[src/rtl/spdma_pkg.sv]
// Shared types for the sprite page DMA engine.
// Assumes: a four-state sequencer is enough to describe every phase.
package spdma_pkg;

    typedef enum logic [1:0] {
        ST_PASSIVE = 2'd0,
        ST_IDLE    = 2'd1,
        ST_READ    = 2'd2,
        ST_WRITE   = 2'd3
    } dma_state_e;

endpackage

[src/rtl/spdma_trig.sv]
// Trigger decoder: detects a processor write to the trigger register.
// Assumes: a trigger is only accepted while the sequencer is passive.
module spdma_trig #(
    parameter int ADDR_W = 16,
    parameter logic [ADDR_W-1:0] TRIG_ADDR = 16'h4014
) (
    input  logic              accept,
    input  logic              cpu_wr,
    input  logic [ADDR_W-1:0] cpu_addr,
    output logic              fire
);

    // Raise fire for a matching write when the engine can take it.
    always_comb begin
        fire = accept && cpu_wr && (cpu_addr == TRIG_ADDR);
    end

endmodule

[src/rtl/spdma_parity.sv]
// Parity source: gives the odd/even phase of the current processor cycle.
// Assumes: internal mode starts even in the first cycle after reset.
module spdma_parity #(
    parameter bit EXT_PARITY = 1'b1
) (
    input  logic clk,
    input  logic rst_n,
    input  logic cyc_odd,
    output logic odd
);

    generate
        if (EXT_PARITY) begin : g_ext
            // Pass the externally supplied phase through.
            always_comb begin
                odd = cyc_odd;
            end
        end else begin : g_int
            logic par_q;
            // Toggle the phase every cycle from an even start.
            always_ff @(posedge clk) begin
                if (!rst_n) par_q <= 1'b0;
                else        par_q <= ~par_q;
            end
            always_comb begin
                odd = par_q;
            end
        end
    endgenerate

endmodule

[src/rtl/spdma_seq.sv]
// Sequencer: idle cycle, odd-aligned reads, read/write pairs, 256-byte count.
// Assumes: rdata is valid in the same cycle the source address is driven.
module spdma_seq
    import spdma_pkg::*;
#(
    parameter int ADDR_W   = 16,
    parameter int DATA_W   = 8,
    parameter int XFER_LEN = 256
) (
    input  logic              clk,
    input  logic              rst_n,
    input  logic              fire,
    input  logic [DATA_W-1:0] page,
    input  logic              odd,
    input  logic [DATA_W-1:0] rdata,
    output dma_state_e        state,
    output logic [ADDR_W-1:0] src,
    output logic [DATA_W-1:0] hold
);

    localparam int CNT_W = $clog2(XFER_LEN);
    localparam logic [CNT_W-1:0] CNT_INIT = CNT_W'(XFER_LEN - 1);

    logic [CNT_W-1:0] remain;

    // Advance the transfer phase, source pointer, count and data latch.
    always_ff @(posedge clk) begin
        if (!rst_n) begin
            state  <= ST_PASSIVE;
            src    <= '0;
            remain <= '0;
            hold   <= '0;
        end else begin
            case (state)
                ST_PASSIVE: begin
                    if (fire) begin
                        state  <= ST_IDLE;
                        src    <= ADDR_W'(page) << CNT_W;
                        remain <= CNT_INIT;
                    end
                end
                ST_IDLE: begin
                    state <= ST_READ;
                end
                ST_READ: begin
                    if (odd) begin
                        hold  <= rdata;
                        state <= ST_WRITE;
                    end
                end
                ST_WRITE: begin
                    if (remain == '0) begin
                        state <= ST_PASSIVE;
                    end else begin
                        remain <= remain - CNT_W'(1);
                        src    <= src + ADDR_W'(1);
                        state  <= ST_READ;
                    end
                end
                default: state <= ST_PASSIVE;
            endcase
        end
    end

endmodule

[src/rtl/spdma_drive.sv]
// Bus driver: turns the sequencer phase into stall, request, address, data, strobe.
// Assumes: outputs depend only on registered state (no input-to-output path).
module spdma_drive
    import spdma_pkg::*;
#(
    parameter int ADDR_W = 16,
    parameter int DATA_W = 8,
    parameter logic [ADDR_W-1:0] PORT_ADDR = 16'h2004
) (
    input  dma_state_e        state,
    input  logic [ADDR_W-1:0] src,
    input  logic [DATA_W-1:0] hold,
    output logic              cpu_stall,
    output logic              busy,
    output logic              bus_req,
    output logic [ADDR_W-1:0] bus_addr,
    output logic [DATA_W-1:0] bus_wdata,
    output logic              bus_we
);

    // Decode the phase into the bus-side signals.
    always_comb begin
        busy      = (state != ST_PASSIVE);
        cpu_stall = busy;
        bus_req   = (state == ST_READ) || (state == ST_WRITE);
        bus_we    = (state == ST_WRITE);
        bus_addr  = '0;
        bus_wdata = '0;
        if (state == ST_READ) begin
            bus_addr = src;
        end else if (state == ST_WRITE) begin
            bus_addr  = PORT_ADDR;
            bus_wdata = hold;
        end
    end

endmodule

[src/rtl/sprite_page_dma.sv]
// Top: copies one source page into the sprite-data port while stalling the processor.
// Assumes: the processor honours cpu_stall, and mem_rdata answers bus_addr combinationally.
module sprite_page_dma
    import spdma_pkg::*;
#(
    parameter int ADDR_W   = 16,
    parameter int DATA_W   = 8,
    parameter int XFER_LEN = 256,
    parameter logic [ADDR_W-1:0] IO_BASE   = 16'h4000,
    parameter logic [ADDR_W-1:0] TRIG_OFS  = 16'h0014,
    parameter logic [ADDR_W-1:0] PORT_ADDR = 16'h2004,
    parameter bit EXT_PARITY = 1'b1
) (
    input  logic              clk,
    input  logic              rst_n,
    input  logic              cpu_wr,
    input  logic [ADDR_W-1:0] cpu_addr,
    input  logic [DATA_W-1:0] cpu_wdata,
    input  logic              cyc_odd,
    input  logic [DATA_W-1:0] mem_rdata,
    output logic              cpu_stall,
    output logic              busy,
    output logic              bus_req,
    output logic [ADDR_W-1:0] bus_addr,
    output logic [DATA_W-1:0] bus_wdata,
    output logic              bus_we
);

    localparam logic [ADDR_W-1:0] TRIG_ADDR = IO_BASE + TRIG_OFS;

    dma_state_e        state;
    logic [ADDR_W-1:0] src;
    logic [DATA_W-1:0] hold;
    logic              fire;
    logic              par_odd;
    logic              passive;

    // Trigger is only open while no transfer is pending or running.
    always_comb begin
        passive = (state == ST_PASSIVE);
    end

    spdma_trig #(
        .ADDR_W   (ADDR_W),
        .TRIG_ADDR(TRIG_ADDR)
    ) u_trig (
        .accept  (passive),
        .cpu_wr  (cpu_wr),
        .cpu_addr(cpu_addr),
        .fire    (fire)
    );

    spdma_parity #(
        .EXT_PARITY(EXT_PARITY)
    ) u_parity (
        .clk    (clk),
        .rst_n  (rst_n),
        .cyc_odd(cyc_odd),
        .odd    (par_odd)
    );

    spdma_seq #(
        .ADDR_W  (ADDR_W),
        .DATA_W  (DATA_W),
        .XFER_LEN(XFER_LEN)
    ) u_seq (
        .clk  (clk),
        .rst_n(rst_n),
        .fire (fire),
        .page (cpu_wdata),
        .odd  (par_odd),
        .rdata(mem_rdata),
        .state(state),
        .src  (src),
        .hold (hold)
    );

    spdma_drive #(
        .ADDR_W   (ADDR_W),
        .DATA_W   (DATA_W),
        .PORT_ADDR(PORT_ADDR)
    ) u_drive (
        .state    (state),
        .src      (src),
        .hold     (hold),
        .cpu_stall(cpu_stall),
        .busy     (busy),
        .bus_req  (bus_req),
        .bus_addr (bus_addr),
        .bus_wdata(bus_wdata),
        .bus_we   (bus_we)
    );

endmodule

[config.mk]
export PLATFORM = sky130hd
export DESIGN_NAME = sprite_page_dma
export DESIGN_NICKNAME = d
export VERILOG_FILES = /design/src/rtl/spdma_pkg.sv /design/src/rtl/spdma_trig.sv /design/src/rtl/spdma_parity.sv /design/src/rtl/spdma_seq.sv /design/src/rtl/spdma_drive.sv /design/src/rtl/sprite_page_dma.sv
export SDC_FILE = /design/constraint.sdc
export NUM_CORES = 1
export LEC_CHECK = 0
export BUFFER_PORTS_ARGS = -buffer_cell sky130_fd_sc_hd__buf_2
export CORE_UTILIZATION = 50
export CTS_CLUSTER_DIAMETER = 80
export DETAILED_ROUTE_END_ITERATION = 16
export PLACE_DENSITY = 0.79
export SETUP_SLACK_MARGIN = 0.3
export SYNTH_ARGS = -nofsm -noshare
export SYNTH_HDL_FRONTEND = slang
export SYNTH_SLANG_ARGS = --single-unit
[constraint.sdc]
create_clock -name clk -period 3.1 [get_ports clk]
set_clock_uncertainty 0.2 [all_clocks]
set_input_delay 0.31 -clock clk [delete_from_list [all_inputs] [get_ports clk]]
set_output_delay 0.31 -clock clk [all_outputs]
set_load 0.02 [all_outputs]
### After elaboration in Yosys (flattened, before gate mapping)

Index checks and enable logic that the tools add are counted.

| word-level totals | value |
|---|---|
| bits in registers | 34 |
| bits of input ports | 36 |
| logic and storage cells | 37 |

| operators by class | value |
|---|---|
| mux-type cells | 14 |
| add/subtract/negate cells | 2 |
| equality and inequality tests | 7 |
| reductions and logical operators | 10 |

Operators with widths:

| kind | number |
|---|---|
| $mux 16 | 3 |
| $mux 8 | 4 |
| $pmux 16 s2 | 1 |
| $add 16x1->16 const B | 1 |
| $eq 16x15->1 const B | 1 |
| $pmux 8 s2 | 1 |
| $mux 14 | 1 |
| $logic_not 8->1 | 1 |
| $pmux 2 s4 | 1 |
| $sub 8x1->8 const B | 1 |
| $mux 2 | 3 |
| $ne 2x2->1 const B | 3 |
| $eq 2x2->1 const B | 2 |
| $reduce_and 2->1 | 2 |
| $reduce_bool 2->1 | 2 |
| $reduce_and 3->1 | 1 |
| $eq 2x1->1 const B | 1 |
| $logic_and 1x1->1 | 2 |
| $logic_not 2->1 | 1 |
| $logic_or 1x1->1 | 1 |

### Longest topological paths before layout

Gate-level depths: netlist of the first run.

| logic depth | value |
|---|---|
| word-level depth | 5 |
| depth in mapped cells | 8 |
| gate-level depth less buffers | 7 |

### Cells and area by module

From an unflattened synthesis of the first run, not the netlist that was laid out.

| second synthesis, totals | value |
|---|---|
| cell total of the unflattened synthesis | 225 |
| area, all modules | 1945.6 µm² |

By module, submodules not included:

| module | instances | area each (µm²) | cells an instance |
|---|---|---|---|
| spdma_seq | 1 | 1636.6 | 185 |
| spdma_drive | 1 | 251.5 | 32 |
| spdma_trig | 1 | 46.3 | 6 |
| spdma_parity | 1 | 7.5 | 1 |
| sprite_page_dma | 1 | 3.8 | 1 |

### Worst setup path before layout of the first run

OpenSTA, ideal clock, no wires.

| timing | value |
|---|---|
| path type | in2reg |
| from | input port cpu_addr[5] |
| to | register u_seq.src[5] |
| data arrival time | 2143 ps |
| data required time | 2830 ps |
| stages on the path | 5 |
| library setup time | 70 ps |
| slack | 686 ps |
| cells stage by stage | or4b_1 > or4b_4 > o21a_1 > or4_1 > a21oi_1 |

| on the way | value |
|---|---|
| word-level cells in the longest chain between the ends | 4 |

RTL lines:

| what | RTL line | source |
|---|---|---|
| from (decl) | sprite_page_dma.sv:17 | `input logic [ADDR_W-1:0] cpu_addr,` |
| $eq 16x15->1 | spdma_trig.sv:15 | `fire = accept && cpu_wr && (cpu_addr == TRIG_ADDR);` |
| $logic_and 1x1->1 | spdma_trig.sv:15 |  |
| $ne 2x2->1 (no line) | -- |  |
| $reduce_and 3->1 (no line) | -- |  |
| to (signal assigned) | spdma_seq.sv:38 | `src <= ADDR_W'(page) << CNT_W;` |
| to (signal assigned) | spdma_seq.sv:56 | `src <= src + ADDR_W'(1);` |
| to (decl) | spdma_seq.sv:17 | `output logic [ADDR_W-1:0] src,` |

No other way between the ends.
A chain may end at the register's enable or synchronous reset.

### Worst setup path in the final report of the first run

| timing | value |
|---|---|
| from | register u_seq.state[0] |
| to | output port bus_we |

| on the way | value |
|---|---|
| word-level cells in the longest chain between the ends | 1 |

RTL lines:

| what | RTL line | source |
|---|---|---|
| from (decl) | spdma_seq.sv:16 | `output dma_state_e state,` |
| from (signal assigned) | spdma_seq.sv:29 | `state <= ST_PASSIVE;` |
| from (signal assigned) | spdma_seq.sv:37 | `state <= ST_IDLE;` |
| from (signal assigned) | spdma_seq.sv:43 | `state <= ST_READ;` |
| $eq 2x2->1 | spdma_drive.sv:26 | `bus_we = (state == ST_WRITE);` |
| to (decl) | sprite_page_dma.sv:26 | `output logic bus_we` |

No other way between the ends.

==> results of run 1 <==
## cell families (layout without fill, tap and decap cells)
| group | count (synthesis) | in the layout | synth area share, % |
|---|---|---|---|
| compound gates | 69 | 69 | 23.0 |
| xor+xnor | 3 | 3 | 1.38 |
| fa+ha+maj | 3 | 3 | 1.97 |
| buf+inv | 21 | 83 | 4.46 |
| flops | 34 | 34 | 35.7 |
| simple gates | 127 | 127 | 33.4 |
## cells in the mapped netlist, types with 2 or more instances
library cell,number
o31ai_1,2
or4_1,3
nand3_1,18
or3b_2,2
o21ai_0,10
a21oi_1,24
and3_1,10
nand2_1,36
nor4_1,2
or2_2,2
nand4_1,2
ha_1,3
o32ai_1,4
a31oi_1,8
xor2_1,2
nor3_1,6
a211o_1,4
inv_1,3
o31a_1,3
dfxtp_1,34
o21a_1,5
buf_2,2
nor2_1,25
and2_1,14
clkbuf_1,12
## worst register-to-register path, delay by kind of cell, from the launching register on
family	cells	cell delay [ps]
AND/OR/NAND/NOR	2	870
AO/OA/AOI/OAI	3	670
flip-flops	1	310
buffers and inverters	1	230
## power groups by stage
stage | combinational (mW) | sequential (mW) | clock, mW
final | 0.0391 | 0.437 | 0.306
after global routing | 0.0430 | 0.436 | 0.341
after CTS | 0.0394 | 0.437 | 0.312
after detailed placement | 0.0391 | 0.447 | 0
after global placement | 0.0383 | 0.447 | 0
after floorplan | 0.0148 | 0.447 | 0
## layer usage
layer / vias up / routed length (µm) / track usage, %
met4: 0 / 57 / 8.52
met5: - / 0 / 0
li1: 1053 / - / -
met3: 6 / 236 / 6.61
met1: 952 / 2120 / 31.9
met2: 66 / 2310 / 42.0
## worst paths after layout
path,slack [ps],cells after the start,endpoint
worst max-delay path,640,5,bus_we
worst min-delay path,70,3,u_seq.hold[3]
worst max register to register,740,6,u_seq.src[9]
worst min register to register,250,2,u_seq.hold[0]
## flip-flops by register name (all words and copies together) (netlist names)
signal        cells
u_seq.state       2
u_seq.src        16
u_seq.remain      8
u_seq.hold        8
## layout make-up
cell class	instances	area [µm²]	area share, %
well taps	48	60.1	2.55
multi-input cells	202	1140	48.5
repair buffers	71	375	16.0
flip-flops and latches	34	681	29.0
inverters	5	18.8	0.798
clock buffers	7	76.3	3.25
==> results.cfg, run 1 <==
[clock_network]
clk_pin_slew_ps = 60
cts_resized = 0
cts_setup_buffers = 0
root_buffer = clkbuf_8
cts_buffers = 5
clk_path_buf_depth = 2
clock-sinks = 34
clock_latency_ps = 280
hold_buffers = 0
tritoncts = done
htree_levels = 2

[timing]
hold_viol = 0
period_minus_slack_ps = 2460
finalSetupViolCount = 0
maxSlewViolCount = 0
slew_headroom_pct = 56.4
holdWs_ps = 70.5
timing.final.crit_share_pct = 79.3
max_freq_mhz = 407
rsz0062_at_grt = no
fin_tns_setup_ps = 0
worstMarginPinSlew_ps = 651
worst_slack_ps = 642

[synthesis]
synth_area_leaders = dfxtp_1 (36%), nand2_1 (7.1%), a21oi_1 (6.3%)
synth_edf_count = 0
ys_warn_count = 0
synth_ff_type = dfxtp_1
seq_area_frac_synth_pct = 35.7
yosys.cell_types.count = 46
synth_top_area_share_pct = 35.7
synth-async-reset-ratio_pct = 0
syn_area_per_cell_um2 = 7.41
syn_inst = 257
synth-seq-cells = 34
synth_largest_area_cell = dfxtp_1
syn_area_mm2 = 0.00191
syn_nets = 296

[routing]
drt_iter0_drc = 165
ant_nets = 0
dr.pass1.iters = 4
wirelength_um = 4720
drc = 0
vias = 2077
routedWlPerCell_um = 12.9
vias_per_cell = 5.66

[floorplan]
fp.dieW_um = 63.7
core_mm2 = 0.00366
rows = 22
start_util_pct = 52.1
pin_count = 64
die_area_mm2 = 0.00406
die_h_um = 63.7

[worst_setup_path]
cp_cell_sequence = buf_4, nand2_1, buf_4, clkinv_1, buf_2
cp-start-kind = register
critPathBufInv = 4
cp-end-kind = output pin
crit_slowest_cell = clkinv_1
required_ps = 2590
r2r_start = u_seq.state[1]
crit_family = buffers and inverters
arrival_ps = 1950
criticalPathCategory = reg -> out
crit_path_max_fanout = 22
slowest_delay_ps = 500
critPathMostFrequentCell = buf_4
worstSetupStartpoint = u_seq.state[0]

[pwr]
power_switching_uw = 170
p_per_area_mw_per_mm2 = 332
p_leak_nw = 1.01
power.total_uw = 782
max-vdd-ir-drop_mv = 0.215
p_seq_share_pct = 55.9
p_sw_share_pct = 21.8
pwr-share-clk_pct = 39.1
p_int_uw = 611
combPwrFrac_pct = 5.0

[outcome]
status = complete, no violations

[grt]
grt_pass1_vias = 1837
grt_start_max_net_pins = 29
grt-ovfl-total = 0
grt_pass1_wl_um = 8110
antenna_found_initial = 0
grtUsageTotal_pct = 25.4

[place]
place_ws_ps = 474
numPortBuffers = 63
place.gp.congestion = 0.812
postPlaceCellArea_mm2 = 0.00227
dp_cells = 360
dp_hpwl_um = 3270

[final_layout]
instances_no_fill = 367
final_cell_mix = buf_2 (63), nand2_1 (36), dfxtp_1 (34)
final_common_cell = buf_2
drive_gt1_share_pct = 26.0
final_nets = 358
num_antenna_cells = 0
area_delta_synth_final_pct = 23.4
design_area_mm2 = 0.00235
n_fill_cell = 362
final_core_util_pct = 64.2

[worst_hold_path]
hp-start = mem_rdata[3]
hold_class = in -> reg

[flow_run]
max_cap_violations = 0
(Power assumes the default switching activity.)
==> inputs of run 2 (changes only) <==
--- a/config.mk
+++ b/config.mk
@@ -6,10 +6,10 @@
 export NUM_CORES = 1
 export LEC_CHECK = 0
 export BUFFER_PORTS_ARGS = -buffer_cell sky130_fd_sc_hd__buf_2
-export CORE_UTILIZATION = 50
+export CORE_UTILIZATION = 45
 export CTS_CLUSTER_DIAMETER = 80
 export DETAILED_ROUTE_END_ITERATION = 16
-export PLACE_DENSITY = 0.79
+export PLACE_DENSITY = 0.75
 export SETUP_SLACK_MARGIN = 0.3
 export SYNTH_ARGS = -nofsm -noshare
 export SYNTH_HDL_FRONTEND = slang
==> constraint.sdc (replaced) <==
create_clock -name clk -period 2.23 [get_ports clk]
set_clock_uncertainty 0.2 [all_clocks]
set_input_delay 0.223 -clock clk [delete_from_list [all_inputs] [get_ports clk]]
set_output_delay 0.223 -clock clk [all_outputs]
set_load 0.02 [all_outputs]
==> results.cfg, run 2 (synthesized netlist as in run 1, its figures left out) <==
[timing]
worst_slack_ps = 24.4
period_minus_slack_ps = 2210
max_freq_mhz = 453
finalSetupViolCount = 0
fin_tns_setup_ps = 0
holdWs_ps = 90.1
rsz0062_at_grt = yes
hold_viol = 0
maxSlewViolCount = 0
worstMarginPinSlew_ps = 529
slew_headroom_pct = 64.7
timing.final.crit_share_pct = 98.9

[routing]
ant_nets = 0
routedWlPerCell_um = 13.7
drc = 0
drt_iter0_drc = 169
vias = 2207
wirelength_um = 5360
dr.pass1.iters = 4
vias_per_cell = 5.64

[final_layout]
largest_reg_flops = 16
final_common_cell = buf_2
final_cell_mix = buf_2 (63), nand2_1 (36), dfxtp_1 (33)
final_core_util_pct = 65.7
num_antenna_cells = 0
top_register = u_seq.src
design_area_mm2 = 0.00265
largestRegisters = u_seq.src x16, u_seq.hold x8, u_seq.remain x8
instances_no_fill = 391
final_nets = 380
n_fill_cell = 342
drive_gt1_share_pct = 32.8
area_delta_synth_final_pct = 38.9

[floorplan]
start_util_pct = 47.3
die_area_mm2 = 0.00450
fp.dieW_um = 67.1
rows = 23
pin_count = 64
core_mm2 = 0.00403
die_h_um = 67.1

[worst_setup_path]
crit_path_max_fanout = 3
crit_slowest_cell = or4b_4
required_ps = 2250
crit_family = simple AND/OR/NAND/NOR gates
criticalPathCategory = reg -> reg
critPathBufInv = 0
slowest_delay_ps = 520
cp-end-kind = register
arrival_ps = 2220
cp-start-kind = register
cp_cell_sequence = or2_4, or4b_4, o21a_4, or4_4, a21oi_2

[grt]
grt-ovfl-total = 0
grtUsageTotal_pct = 24.5
grt_start_max_net_pins = 29
grt_pass1_wl_um = 8290
antenna_found_initial = 0
grt_pass1_vias = 1848

[pwr]
power_switching_uw = 244
power.total_mw = 1.10
combPwrFrac_pct = 6.2
max-vdd-ir-drop_mv = 0.239
p_leak_nw = 1.13
pwr-share-clk_pct = 38.8
p_sw_share_pct = 22.1
p_seq_share_pct = 55.0
p_int_uw = 859
p_per_area_mw_per_mm2 = 417

[place]
postPlaceCellArea_mm2 = 0.00236
place.gp.congestion = 0.832
dp_cells = 372
numPortBuffers = 63
dp_hpwl_um = 3480
place_ws_ps = -203

[outcome]
status = complete, no violations

[clock_network]
clock_latency_ps = 290
clk_pin_slew_ps = 70
htree_levels = 2
root_buffer = clkbuf_8
clock-sinks = 34
clk_path_buf_depth = 2
tritoncts = done
cts_buffers = 5

[flow_run]
max_cap_violations = 0

[worst_hold_path]
hold_class = in -> reg
## run 2: cell count changes in the layout (fill, tap and decap cells not counted), sizes merged
| cell | before | now |
|---|---|---|
| dlygate4sd3 | 0 | 8 |
| buf | 71 | 85 |
## run 2: repair_timing
| item | 4_1_cts | 5_1_grt |
|---|---|---|
| buffers inserted | 4 | 0 |
| hold buffers | 8 | 0 |
| setup endpoints to repair | 23 | 39 |
| endpoints found under the hold margin | 8 | 0 |
| pin swaps | 5 | 2 |
| resized for setup | 8 | 17 |
## run 2: path summary, 6_finish.rpt
path | start | endpoint | slack, ps | depth (start not counted)
setup / recovery | u_seq.state[1] | u_seq.src[5] | 20 | 5
hold / removal | cpu_wdata[6] | u_seq.src[14] | 90 | 4
setup reg to reg | u_seq.state[1] | u_seq.src[5] | 20 | 5
hold reg to reg | u_seq.hold[7] | u_seq.hold[7] | 250 | 2
## run 2: area by class of cell
type	instances	area (µm²)	area share, %
Multi-Input combinational cell	202	1230	46.4
Sequential cell	34	682	25.8
Timing Repair Buffer	93	579	21.9
Clock buffer	7	76.3	2.88
Tap cell	50	62.6	2.36
Inverter	5	20.0	0.756
## run 2: tightest hold or removal path, delay by kind of cell
family | cells | cell delay (ps)
AND/OR/NAND/NOR | 1 | 50
buffers and inverters | 1 | 90
AO/OA/AOI/OAI | 2 | 160
## run 2: power by group through the flow
stage	logic (mW)	clock network (mW)	registers (mW)
detailed placement	0.0554	0	0.621
floorplan	0.0205	0	0.621
CTS	0.0662	0.430	0.607
global placement	0.0540	0	0.621
finish	0.0683	0.428	0.607
global route	0.0740	0.468	0.606
## run 2: layer usage
layer	GRT usage, %	vias up	share of wire, %
li1	-	1091	-
met4	6.91	0	0.97
met2	40.9	101	49
met1	30.5	1007	43
met3	6.51	8	7.6
met5	0	-	0
==> inputs of run 3 (changes only) <==
--- a/config.mk
+++ b/config.mk
@@ -6,11 +6,11 @@
 export NUM_CORES = 1
 export LEC_CHECK = 0
 export BUFFER_PORTS_ARGS = -buffer_cell sky130_fd_sc_hd__buf_2
-export CORE_UTILIZATION = 45
+export CORE_ASPECT_RATIO = 2
+export CORE_UTILIZATION = 30
 export CTS_CLUSTER_DIAMETER = 80
 export DETAILED_ROUTE_END_ITERATION = 16
-export PLACE_DENSITY = 0.75
-export SETUP_SLACK_MARGIN = 0.3
+export SETUP_SLACK_MARGIN = 0.2
 export SYNTH_ARGS = -nofsm -noshare
 export SYNTH_HDL_FRONTEND = slang
 export SYNTH_SLANG_ARGS = --single-unit
==> results.cfg, run 3 (synthesized netlist as in run 1, its figures left out) <==
[pwr]
combPwrFrac_pct = 4.2
power_switching_uw = 294
p_seq_share_pct = 38.5
p_per_area_mw_per_mm2 = 561
p_sw_share_pct = 18.6
max-vdd-ir-drop_mv = 0.311
pwr-share-clk_pct = 57.4
p_int_mw = 1.28
p_leak_nw = 1.19

[final_layout]
area_delta_synth_final_pct = 47.7
multiInputGateArea_mm2 = 0.00124
design_area_mm2 = 0.00282
top_register = u_seq.src
num_antenna_cells = 0
final_common_cell = buf_2
largestRegisters = u_seq.src x16, u_seq.hold x8, u_seq.remain x8
drive_gt1_share_pct = 34.1
largest_reg_flops = 16
seqCellArea_um2 = 682
final_core_util_pct = 46.5
n_fill_cell = 615
final_cell_mix = buf_2 (63), nand2_1 (36), dfxtp_1 (33)
final_nets = 378

[timing]
fin_tns_setup_ps = 0
maxSlewViolCount = 0
finalSetupViolCount = 0
hold_viol = 1
rsz0062_at_grt = yes
slew_headroom_pct = 63.8
max_freq_mhz = 464
period_minus_slack_ps = 2160
timing.final.crit_share_pct = 96.7
holdWs_ps = -1.62
worstMarginPinSlew_ps = 543
worst_slack_ps = 74.4

[worst_setup_path]
required_ps = 2240
r2r_slack_ps = 70
r2r_start = u_seq.state[1]
worstReg2RegEnd = u_seq.remain[6]
crit_path_max_fanout = 3
cp-end-kind = register
arrival_ps = 2160
criticalPathCategory = reg -> reg
r2r_cells = 6
cp-start-kind = register

[floorplan]
fp.dieW_um = 58.4
core_mm2 = 0.00606
rows = 40
die_area_mm2 = 0.00669
start_util_pct = 31.5
pin_count = 64
die_h_um = 115

[place]
place_ws_ps = -230
place.gp.congestion = 0.787
numPortBuffers = 63
dp_hpwl_um = 4000
postPlaceCellArea_mm2 = 0.00243

[outcome]
violations = negative hold slack
status = finished with violations

[flow_run]
max_cap_violations = 0

[clock_network]
root_buffer = clkbuf_16
cts_buffers = 5
clock-sinks = 34
clk_pin_slew_ps = 60
clock_latency_ps = 280
tritoncts = done
clk_path_buf_depth = 2
htree_levels = 2

[grt]
grt_use_met3_pct = 2.60
antenna_found_initial = 0
grt.busiest_layer = met2
grt_pass1_vias = 2057
grt_start_max_net_pins = 29
grt_pass1_wl_um = 9050
grt-ovfl-total = 0
grtUsageTotal_pct = 17.5
grt_use_met2_pct = 34.1
gr-usage-met1_pct = 17.6

[worst_hold_path]
hold_class = in -> reg
whs_endpoint = u_seq.hold[3]
hp-start = mem_rdata[3]
hold_path_depth = 3

[routing]
routedWlPerCell_um = 13.7
dr.pass1.iters = 4
ant_nets = 0
wirelength_um = 5800
vias = 2185
vias_per_cell = 5.15
drc = 0
drt_iter0_drc = 137
run 3: changes by cell type in the layout (fill, tap and decap cells not counted), moves of 3 or more:
cell,change
clkbuf_16,+5
clkbuf_8,-5
a21oi_1,-3
nor2_1,+3
run 3: how the worst max path moves through the flow:
| stage | from | endpoint |
|---|---|---|
| after floorplan | cpu_addr[5] | u_seq.src[5] |
| final | u_seq.state[1] | u_seq.remain[6] |
| after global routing | u_seq.state[1] | u_seq.remain[6] |
| after global placement | cpu_addr[5] | u_seq.src[5] |
| after detailed placement | cpu_addr[5] | u_seq.src[5] |
| after CTS | u_seq.state[0] | u_seq.remain[6] |
run 3: power groups by stage:
stage          clock network [mW]  registers [mW]  logic [mW]
4_1_cts                     0.922           0.607      0.0651
3_3_place_gp                    0           0.621      0.0560
5_1_grt                     0.947           0.607      0.0714
2_1_floorplan                   0           0.621      0.0205
3_5_place_dp                    0           0.621      0.0564
6_report                    0.906           0.607      0.0656
run 3: cell type report:
| type | count | share of cell area [%] |
|---|---|---|
| multi-input combinational | 202 | 44.0 |
| clock buffer | 5 | 4.44 |
| tap | 84 | 3.73 |
| inverter | 5 | 0.667 |
| sequential | 34 | 24.2 |
| clock inverter | 3 | 2.44 |
| timing repair buffer | 91 | 20.5 |
run 3: metrics by stage:
| stage | total power [mW] | cells |
|---|---|---|
| after floorplan | 0.641 | 257 |
| after global placement | 0.677 | 409 |
| after detailed placement | 0.677 | 409 |
| after CTS | 1.59 | 424 |
| after global routing | 1.63 | 424 |
| final | 1.58 | 424 |
run 3: worst max-delay path, stage by stage (launching register included):
cell,delay [ps]
dfxtp_1,310
or2_4,260
or4b_4,530
o21a_4,240
buf_6,120
or3_1,320
a21oi_1,120
run 3: what timing repair did:
item                                    CTS  global route
hold endpoints to repair                  6             0
buffers inserted                          1             0
hold buffers                              6             0
pin swaps                                 4             5
endpoints found under the setup margin   21            24
resized for setup                        12            17
run 3: layer usage:
metal,part of all wire (%),wire [µm]
met1,40,2310
met2,55,3180
met3,3.8,222
met4,1.6,93
met5,0,0
